**src/rtl/scl_tg_pkg.sv**
```systemverilog
package scl_tg_pkg;
  localparam int unsigned WORD_W  = 32;
  localparam int unsigned BASE_W  = 4;
  localparam int unsigned FLD_W   = 4;
  localparam int unsigned KEEP_W  = 12;
  localparam int unsigned BASE_LSB = 0;
  localparam int unsigned LO_LSB   = 12;
  localparam int unsigned HI_LSB   = 16;
  localparam int unsigned KEEP_LSB = 20;

  typedef struct packed {
    logic [FLD_W-1:0]  hi;
    logic [FLD_W-1:0]  lo;
    logic [BASE_W-1:0] base;
  } clk_fields_t;
endpackage

```
**src/rtl/scl_tg_cfg.sv**
```systemverilog
module scl_tg_cfg
  import scl_tg_pkg::*;
#(
  parameter bit WIDE_CNT = 1'b1
) (
  input  logic                 clk,
  input  logic                 rst_ni,
  input  logic                 run,
  input  logic                 boundary,
  input  logic                 ld_en,
  input  logic                 ld_keep_hi,
  input  logic [WORD_W-1:0]    ld_data,
  output clk_fields_t          act_o,
  output logic [KEEP_W-1:0]    keep_o
);
  clk_fields_t       wr_f;
  clk_fields_t       act_q, act_d;
  clk_fields_t       pend_q, pend_d;
  logic              pv_q, pv_d;
  logic [KEEP_W-1:0] keep_q, keep_d;

  assign wr_f.base = ld_data[BASE_LSB +: BASE_W];

  generate
    if (WIDE_CNT) begin : g_wide
      assign wr_f.hi = ld_data[HI_LSB +: FLD_W];
      assign wr_f.lo = ld_data[LO_LSB +: FLD_W];
    end else begin : g_narrow
      assign wr_f.hi = {1'b0, ld_data[HI_LSB +: FLD_W-1]};
      assign wr_f.lo = {1'b0, ld_data[LO_LSB +: FLD_W-1]};
    end
  endgenerate

  always_comb begin
    act_d  = act_q;
    pend_d = pend_q;
    pv_d   = pv_q;
    keep_d = keep_q;
    if (boundary && pv_q) begin
      act_d = pend_q;
      pv_d  = 1'b0;
    end
    if (ld_en) begin
      if (!ld_keep_hi) begin
        keep_d = ld_data[KEEP_LSB +: KEEP_W];
      end
      if (!run) begin
        act_d = wr_f;
        pv_d  = 1'b0;
      end else begin
        pend_d = wr_f;
        pv_d   = 1'b1;
      end
    end
  end

  always_ff @(posedge clk or negedge rst_ni) begin
    if (!rst_ni) begin
      act_q  <= '0;
      pend_q <= '0;
      pv_q   <= 1'b0;
      keep_q <= '0;
    end else begin
      act_q  <= act_d;
      pend_q <= pend_d;
      pv_q   <= pv_d;
      keep_q <= keep_d;
    end
  end

  assign act_o  = act_q;
  assign keep_o = keep_q;

  AST_CLK_FIELDS_FROZEN: assert property (@(posedge clk) disable iff (!rst_ni)
    (run && !boundary) |=> $stable(act_q));
  AST_KEEP_HELD: assert property (@(posedge clk) disable iff (!rst_ni)
    (ld_en && ld_keep_hi) |=> $stable(keep_q));
endmodule

```
**src/rtl/scl_tg_presc.sv**
```systemverilog
module scl_tg_presc
  import scl_tg_pkg::*;
(
  input  logic              clk,
  input  logic              rst_ni,
  input  logic              run,
  input  logic [BASE_W-1:0] base,
  output logic              tick_o,
  output logic              pc_zero_o
);
  localparam int unsigned PC_W = (1 << BASE_W) - 1;

  logic [PC_W-1:0] pc_q, pc_d;
  logic [PC_W-1:0] pmax;
  logic            tick;

  assign pmax = ~({PC_W{1'b1}} << base);
  assign tick = run && (pc_q == pmax);

  always_comb begin
    pc_d = pc_q;
    if (!run || tick) begin
      pc_d = '0;
    end else begin
      pc_d = pc_q + 1'b1;
    end
  end

  always_ff @(posedge clk or negedge rst_ni) begin
    if (!rst_ni) begin
      pc_q <= '0;
    end else begin
      pc_q <= pc_d;
    end
  end

  assign tick_o    = tick;
  assign pc_zero_o = (pc_q == '0);

  AST_PC_HELD_OFF: assert property (@(posedge clk) disable iff (!rst_ni)
    !run |=> (pc_q == '0));
  AST_PC_IN_RANGE: assert property (@(posedge clk) disable iff (!rst_ni)
    run |-> (pc_q <= pmax));
endmodule

```
**src/rtl/scl_tg_phase.sv**
```systemverilog
module scl_tg_phase #(
  parameter int unsigned CNT_W = 4
) (
  input  logic             clk,
  input  logic             rst_ni,
  input  logic             run,
  input  logic             tick,
  input  logic             pc_zero,
  input  logic [CNT_W-1:0] hf,
  input  logic [CNT_W-1:0] lf,
  output logic             hi_o,
  output logic             boundary_o,
  output logic             rise_o,
  output logic             fall_o,
  output logic             samp_o,
  output logic             chg_o
);
  logic [CNT_W-1:0] ph_q, ph_d;
  logic             hi_q, hi_d;
  logic [CNT_W-1:0] limit;
  logic             last;
  logic             first;

  assign limit = hi_q ? hf : lf;
  assign last  = tick && (ph_q == limit);

  always_comb begin
    ph_d = ph_q;
    hi_d = hi_q;
    if (!run) begin
      ph_d = '0;
      hi_d = 1'b0;
    end else if (last) begin
      ph_d = '0;
      hi_d = !hi_q;
    end else if (tick) begin
      ph_d = ph_q + 1'b1;
    end
  end

  always_ff @(posedge clk or negedge rst_ni) begin
    if (!rst_ni) begin
      ph_q <= '0;
      hi_q <= 1'b0;
    end else begin
      ph_q <= ph_d;
      hi_q <= hi_d;
    end
  end

  assign first      = run && pc_zero && (ph_q == '0);
  assign hi_o       = run && hi_q;
  assign boundary_o = last && !hi_q;
  assign rise_o     = first && hi_q;
  assign fall_o     = first && !hi_q;
  assign samp_o     = run && hi_q && pc_zero && (ph_q == (hf >> 1));
  assign chg_o      = run && !hi_q && pc_zero && (ph_q == (lf >> 1));

  AST_PHASE_HOLD: assert property (@(posedge clk) disable iff (!rst_ni)
    (run && !tick) |=> $stable(hi_q));
  AST_PH_IN_RANGE: assert property (@(posedge clk) disable iff (!rst_ni)
    run |-> (ph_q <= limit));
endmodule

```
**src/rtl/scl_timing_gen.sv**
```systemverilog
module scl_timing_gen
  import scl_tg_pkg::*;
#(
  parameter bit WIDE_CNT = 1'b1
) (
  input  logic        clk,
  input  logic        rst_n,
  input  logic        enable,
  input  logic        ld_en,
  input  logic        ld_keep_hi,
  input  logic [31:0] ld_data,
  output logic [31:0] timing_q,
  output logic        scl_o,
  output logic        scl_hi_ph,
  output logic        pre_tick,
  output logic        rise_stb,
  output logic        fall_stb,
  output logic        samp_stb,
  output logic        chg_stb
);
  localparam int unsigned CNT_W = WIDE_CNT ? FLD_W : FLD_W - 1;
  localparam int unsigned GAP_W = LO_LSB - BASE_W;

  logic              rst_s1, rst_i;
  logic              run_q;
  logic              tick;
  logic              pc_zero;
  logic              boundary;
  logic              hi_ph;
  clk_fields_t       act;
  logic [KEEP_W-1:0] keep;

  always_ff @(posedge clk or negedge rst_n) begin
    if (!rst_n) begin
      rst_s1 <= 1'b0;
      rst_i  <= 1'b0;
    end else begin
      rst_s1 <= 1'b1;
      rst_i  <= rst_s1;
    end
  end

  always_ff @(posedge clk or negedge rst_i) begin
    if (!rst_i) begin
      run_q <= 1'b0;
    end else begin
      run_q <= enable;
    end
  end

  scl_tg_cfg #(.WIDE_CNT(WIDE_CNT)) i_cfg (
    .clk        (clk),
    .rst_ni     (rst_i),
    .run        (run_q),
    .boundary   (boundary),
    .ld_en      (ld_en),
    .ld_keep_hi (ld_keep_hi),
    .ld_data    (ld_data),
    .act_o      (act),
    .keep_o     (keep)
  );

  scl_tg_presc i_presc (
    .clk       (clk),
    .rst_ni    (rst_i),
    .run       (run_q),
    .base      (act.base),
    .tick_o    (tick),
    .pc_zero_o (pc_zero)
  );

  scl_tg_phase #(.CNT_W(CNT_W)) i_phase (
    .clk        (clk),
    .rst_ni     (rst_i),
    .run        (run_q),
    .tick       (tick),
    .pc_zero    (pc_zero),
    .hf         (act.hi[CNT_W-1:0]),
    .lf         (act.lo[CNT_W-1:0]),
    .hi_o       (hi_ph),
    .boundary_o (boundary),
    .rise_o     (rise_stb),
    .fall_o     (fall_stb),
    .samp_o     (samp_stb),
    .chg_o      (chg_stb)
  );

  assign timing_q  = {keep, act.hi, act.lo, {GAP_W{1'b0}}, act.base};
  assign scl_o     = run_q ? hi_ph : 1'b1;
  assign scl_hi_ph = hi_ph;
  assign pre_tick  = tick;

  AST_IDLE_RELEASED: assert property (@(posedge clk) disable iff (!rst_i)
    !run_q |-> (scl_o && !pre_tick && !rise_stb && !fall_stb));
  AST_EDGE_EXCL: assert property (@(posedge clk) disable iff (!rst_i)
    $onehot0({rise_stb, fall_stb}));
  AST_RISE_AFTER_BOUNDARY: assert property (@(posedge clk) disable iff (!rst_i)
    (boundary && enable) |=> rise_stb);
endmodule

```
**config.mk**
```make
export PLATFORM = sky130hd
export DESIGN_NAME = scl_timing_gen
export DESIGN_NICKNAME = d
export VERILOG_FILES = /design/src/rtl/scl_tg_pkg.sv /design/src/rtl/scl_tg_cfg.sv /design/src/rtl/scl_tg_presc.sv /design/src/rtl/scl_tg_phase.sv /design/src/rtl/scl_timing_gen.sv
export SDC_FILE = /design/constraint.sdc
export NUM_CORES = 1
export LEC_CHECK = 0
export BUFFER_PORTS_ARGS = -buffer_cell sky130_fd_sc_hd__buf_2
export CAP_MARGIN = 10
export CORE_MARGIN = 5
export CORE_UTILIZATION = 40
export CTS_CLUSTER_SIZE = 28
export DETAILED_ROUTE_END_ITERATION = 8
export GPL_ROUTABILITY_DRIVEN = 1
export HOLD_SLACK_MARGIN = 0.03
export PLACE_DENSITY = 0.64
export SETUP_SLACK_MARGIN = 0.02
export SLEW_MARGIN = 20
export SYNTH_ARGS = -nofsm -noshare
export SYNTH_HDL_FRONTEND = slang
export SYNTH_SLANG_ARGS = --single-unit
```
**constraint.sdc**
```tcl
create_clock -name clk -period 2.87 [get_ports clk]
set_clock_uncertainty 0.2 [all_clocks]
set_input_delay 0 -clock clk [delete_from_list [all_inputs] [get_ports clk]]
set_output_delay 0 -clock clk [all_outputs]
set_load 0.02 [all_outputs]
```
# Yosys cells after proc, flatten, opt, wreduce, memory -nomap -nowiden
# Cells that the tools add are included.
[word_totals]
output_inout_bits = 39
input_bits = 37
regBits = 60
word_cells = 61
[classes]
mux = 14
shift = 1
reduce_logical = 22
add_sub_neg = 2
n_bitwise = 2
eq_ne = 6
[op_table]
columns = ["operator", "n"]
rows = [
  ["$mux 12", 3],
  ["$mux 4", 4],
  ["$add 15x1->15 const B", 1],
  ["$eq 15x15->1", 1],
  ["$logic_not 15->1", 1],
  ["$mux 15", 1],
  ["$not 15->15", 1],
  ["$shl 15x4->15 const A", 1],
  ["$logic_and 1x1->1", 14],
  ["$eq 4x3->1", 2],
  ["$mux 1", 6],
  ["$add 4x1->4 const B", 1],
  ["$eq 4x4->1", 1],
  ["$logic_not 4->1", 1],
  ["$reduce_and 2->1", 2],
  ["$ne 3x1->1 const B", 1],
  ["$logic_not 1->1", 2],
  ["$ne 2x1->1 const B", 1],
  ["$reduce_bool 2->1", 1],
  ["$logic_or 1x1->1", 1],
  ["$not 1->1", 1],
]

# Longest topological paths before layout
[depth]
depth_word = 10
mapped_depth = 9
ltp_nobuf = 7

# Hierarchy
# From an unflattened synthesis, not the netlist that was laid out.
[hier_totals]
hier_cells = 340
hier_area_um2 = 3527.1
[by_module_without_submodules]
columns = ["module", "seq_area_each_um2", "cells_each", "area_per_inst_um2", "instances"]
rows = [
  ["scl_tg_cfg", 925.9, 125, 1632.8, 1],
  ["scl_tg_presc", 375.4, 140, 1239.9, 1],
  ["scl_tg_phase", 125.1, 61, 505.5, 1],
  ["scl_timing_gen", 75.1, 14, 148.9, 1],
]

# Worst setup path before layout
# OpenSTA, ideal clock, no wires.
[synth_timing]
kind = "flip-flop to flip-flop"
start = "register i_cfg.act_q (netlist bit i_cfg.act_o[2])"
end = "register i_cfg.act_q (netlist bit i_cfg.act_o[1])"
path_buffers = 2
stages_incl_launch_ff = 10
required_time_ns = 2.533
slack_ns = 0.188
t_arrival_ns = 2.345
setup_ns = 0.137
synth_period_minus_slack_ns = 2.682
cell_sequence = "dfrtp_1 buf_6 nor2_1 o22ai_1 a2111oi_1 o2111ai_1 nor4_4 buf_6 mux2i_1 a21oi_1"
[synth_lines]
columns = ["item", "line_no", "source"]
rows = [
  ["from (decl)", "scl_tg_cfg.sv:17", "clk_fields_t act_q, act_d;"],
  ["from (signal assigned)", "scl_tg_cfg.sv:64", "act_q <= act_d;"],
]

# Worst setup path in the final report
[layout_timing]
start = "register i_presc.pc_q[3]"
end = "output port pre_tick"
[layout_between]
elab_chain_cells = 2
[layout_rtl]
columns = ["item", "line_no", "source"]
rows = [
  ["from (decl)", "scl_tg_presc.sv:13", "logic [PC_W-1:0] pc_q, pc_d;"],
  ["from (signal assigned)", "scl_tg_presc.sv:33", "pc_q <= pc_d;"],
  ["$eq 15x15->1", "scl_tg_presc.sv:18", "assign tick = run && (pc_q == pmax);"],
  ["$logic_and 1x1->1", "scl_tg_presc.sv:18", ""],
  ["to (decl)", "scl_timing_gen.sv:15", "output logic pre_tick,"],
]
# No other way between the ends.

==> metrics.md <==
| Metric | Value |
|---|---|
| Status | finished, final reports clean |
| Pleak | 0.00182 µW |
| Vias | 2656 |
| Total chip power | 2080 µW |
| Tcrit/Tclk final | 0.955 |
| Startpoint types | flip-flop |
| Worst VDD drop | 454 µV |
| H-tree depth | 3 |
| Core ar. | 7770 µm² |
| DP Worst Slack | 191 ps |
| Setup-failing EPs final | 0 |
| Ant diodes | 0 |
| # rows | 32 |
| Area grow syn2layout | 30.0% |
| Pwr/cell area | 498 nW/µm² |
| Number of global-route vias before repair | 2711 |
| # fillers | 710 |
| FF+latch area | 1510 µm² |
| Synth async-reset ratio | 1.00 |
| # IOs | 76 |
| Setup crit end kind | primary output |
| Slew headroom | 0.345 |
| Worst-path clk slew | 70 ps |
| Worst hold path depth | 3 |
| Hold violation count in the final report | 0 |
| Synth area leaders | dfrtp_1, mux2_2, mux2i_1, nor2_1, xnor2_1 |
| Number of synthesized flops with an enable pin | 0 |
| Drt first pass iters | 5 |
| Die W | 99.5 µm |
| Final core occ | 0.537 |
| Data required, critical path | 2670 ps |
| Die height | 99.5 µm |
| Cell with the most instances after synthesis | dfrtp_1 |
| Worst R2R Path Depth | 7 |
| Post-synth top area share | 0.468 |
| Final instance area | 4170 µm² |
| Slew Viols, Final | 0 |
| Prevailing post-synth register cell | dfrtp_1 |
| Synth cell types | 46 |
| Hpwl dp | 5.18 mm |
| Post-route ant nets | 0 |
| Flop-to-flop setup slack | 200 ps |
| Initial DRC Count | 235 |
| Drt via density | 5.06 |
| Hold Crit Class | input port to flip-flop |
| Seq/Total Area, Yosys | 0.468 |
| Placed inst area | 3600 µm² |
| R2R Path End | i_cfg.act_o[5] |
| Total track usage | 0.166 |
| CTS tree | yes |
| CTS root buffer | clkbuf_8 |
| Crit Path Class | flip-flop to primary output |
| RSZ-0062 raised after global routing | no |
| Min cycle time layout | 2740 ps |
| Hold endpoint | i_cfg.keep_o[1] |
| Clock Latency Late Sink | 340 ps |
| Gp weighted congestion | 0.840 |
| Max Cap Viol | 0 |
| GR Overflow Total | 0 |
| CTS Buffer Depth | 2 |
| Achievable Freq | 0.365 GHz |
| First-pass GRT wire length | 13.3 mm |
| Post-Syn Area | 3210 µm² |
| Mean area per synthesized cell | 10.1 µm² |
| Multi-input logic area | 1570 µm² |
| Worst Tran Pin Value | 981 ps |
| Syn Inst Count | 317 |
| Initial core utilization | 0.413 |
| Top post-synthesis cells by count | dfrtp_1, nor2_1, mux2_2 |
| Post-route setup slack | 128 ps |
| Initial antenna violation count | 0 |
| Inserted Clock Buffers | 9 |
| Largest net degree at the start of global routing | 48 |
| # nets final | 459 |
| Synth Register Bits | 60 |
| Hold Startpoint | ld_keep_hi |
| RR Startpoint | i_presc.pc_q[3] |
| Post-Route WL | 7.88 mm |
| Worst Path Arrival | 2540 ps |
| Die ar. | 9910 µm² |
| Residual DRC | 0 |
| Crit path launch | i_presc.pc_q[3] |
| Post-synth top area cell | dfrtp_1 |
| Detailed-route wire length per cell | 15.0 µm |
| Ys Warns | 0 |
| Total negative setup slack | 0 ps |
| Layout cells sized above 1 | 0.312 |
| Crit-path max FO | 4 |
| Port bufs | 59 |
| Sink Count | 60 |
kinds of logic after synthesis:
kind of cell / Yosys count / share of synthesized area
buf+inv: 37 / 0.0581
other cells: 2 / 0.00234
flops: 60 / 0.468
simple gates: 105 / 0.161
xor+xnor: 24 / 0.0655
mux: 44 / 0.147
compound gates: 41 / 0.0819
fa+ha+maj: 4 / 0.0156
final cells by class:
cell class	instances	share of cell area
clock buffer	12	0.0348
clock inverter	4	0.00600
inverter	13	0.0117
multi-input combinational	227	0.376
sequential	60	0.363
tap	102	0.0306
timing repair buffer	107	0.179
registers in the layout, indices dropped and copies added, names as in the netlist, 4 cells and up:
signal and count:
i_phase.ph_q 4, i_cfg.keep_o 12, i_cfg.act_o 12, i_presc.pc_q 15
i_cfg.pend_q 12
layer usage:
metal | GRT usage | part of all wire
met5 | 0 | 0
met4 | 0.0578 | 0.015
met3 | 0.0379 | 0.054
met2 | 0.271 | 0.48
met1 | 0.216 | 0.45
metrics by stage:
| step | cells | hold slack (ps) |
|---|---|---|
| final | 525 | 45.8 |
| after global routing | 525 | 83.3 |
| after CTS | 515 | 36.9 |
| after detailed placement | 470 | -413 |
| after global placement | 470 | -414 |
| after floorplan | 324 | -496 |
what timing repair did:
action                                 CTS  global route
endpoints found under the hold margin   51             0
hold buffers                            29             0
pin swaps                                1             4
setup endpoints to repair                1             7
buffers inserted                         0            10
gates resized for setup                  6             9
gates cloned                             0             0
worst max-delay path: stages (launching register included):
cell and delay [ps]:
dfrtp_2 430, or3_1 400, or3_1 310, a311o_1 370
buf_4 180, nor2_4 120, buf_4 140, and2_1 120
buf_4 130
cell usage in the layout (no fill, tap or decap), types with 12 or more instances in the layout:
cell / n
mux2i_1: 19
xor2_1: 12
a21oi_1: 14
mux2_2: 25
buf_4: 17
nand3_1: 12
dfrtp_1: 52
nand2_1: 15
xnor2_1: 12
inv_1: 12
buf_2: 59
dlygate4sd3_1: 29
nor2_1: 43
where the power goes:
| part | leakage [µW] | internal (µW) | switching, µW |
|---|---|---|---|
| Clock | 0.0000824 | 334 | 341 |
| Sequential | 0.000727 | 925 | 68.0 |
| Combinational | 0.00101 | 187 | 221 |
| Total | 0.00182 | 1450 | 630 |
how the worst max path moves through the flow:
stage	cells past startpoint	endpoint	slack, ps
floorplan	9	i_cfg.act_o[1]	190
global placement	8	i_cfg.act_o[9]	210
detailed placement	8	i_cfg.act_o[5]	190
CTS	8	pre_tick	80
global route	8	pre_tick	20
finish	8	pre_tick	130
Power figures use the tool's default switching activity.
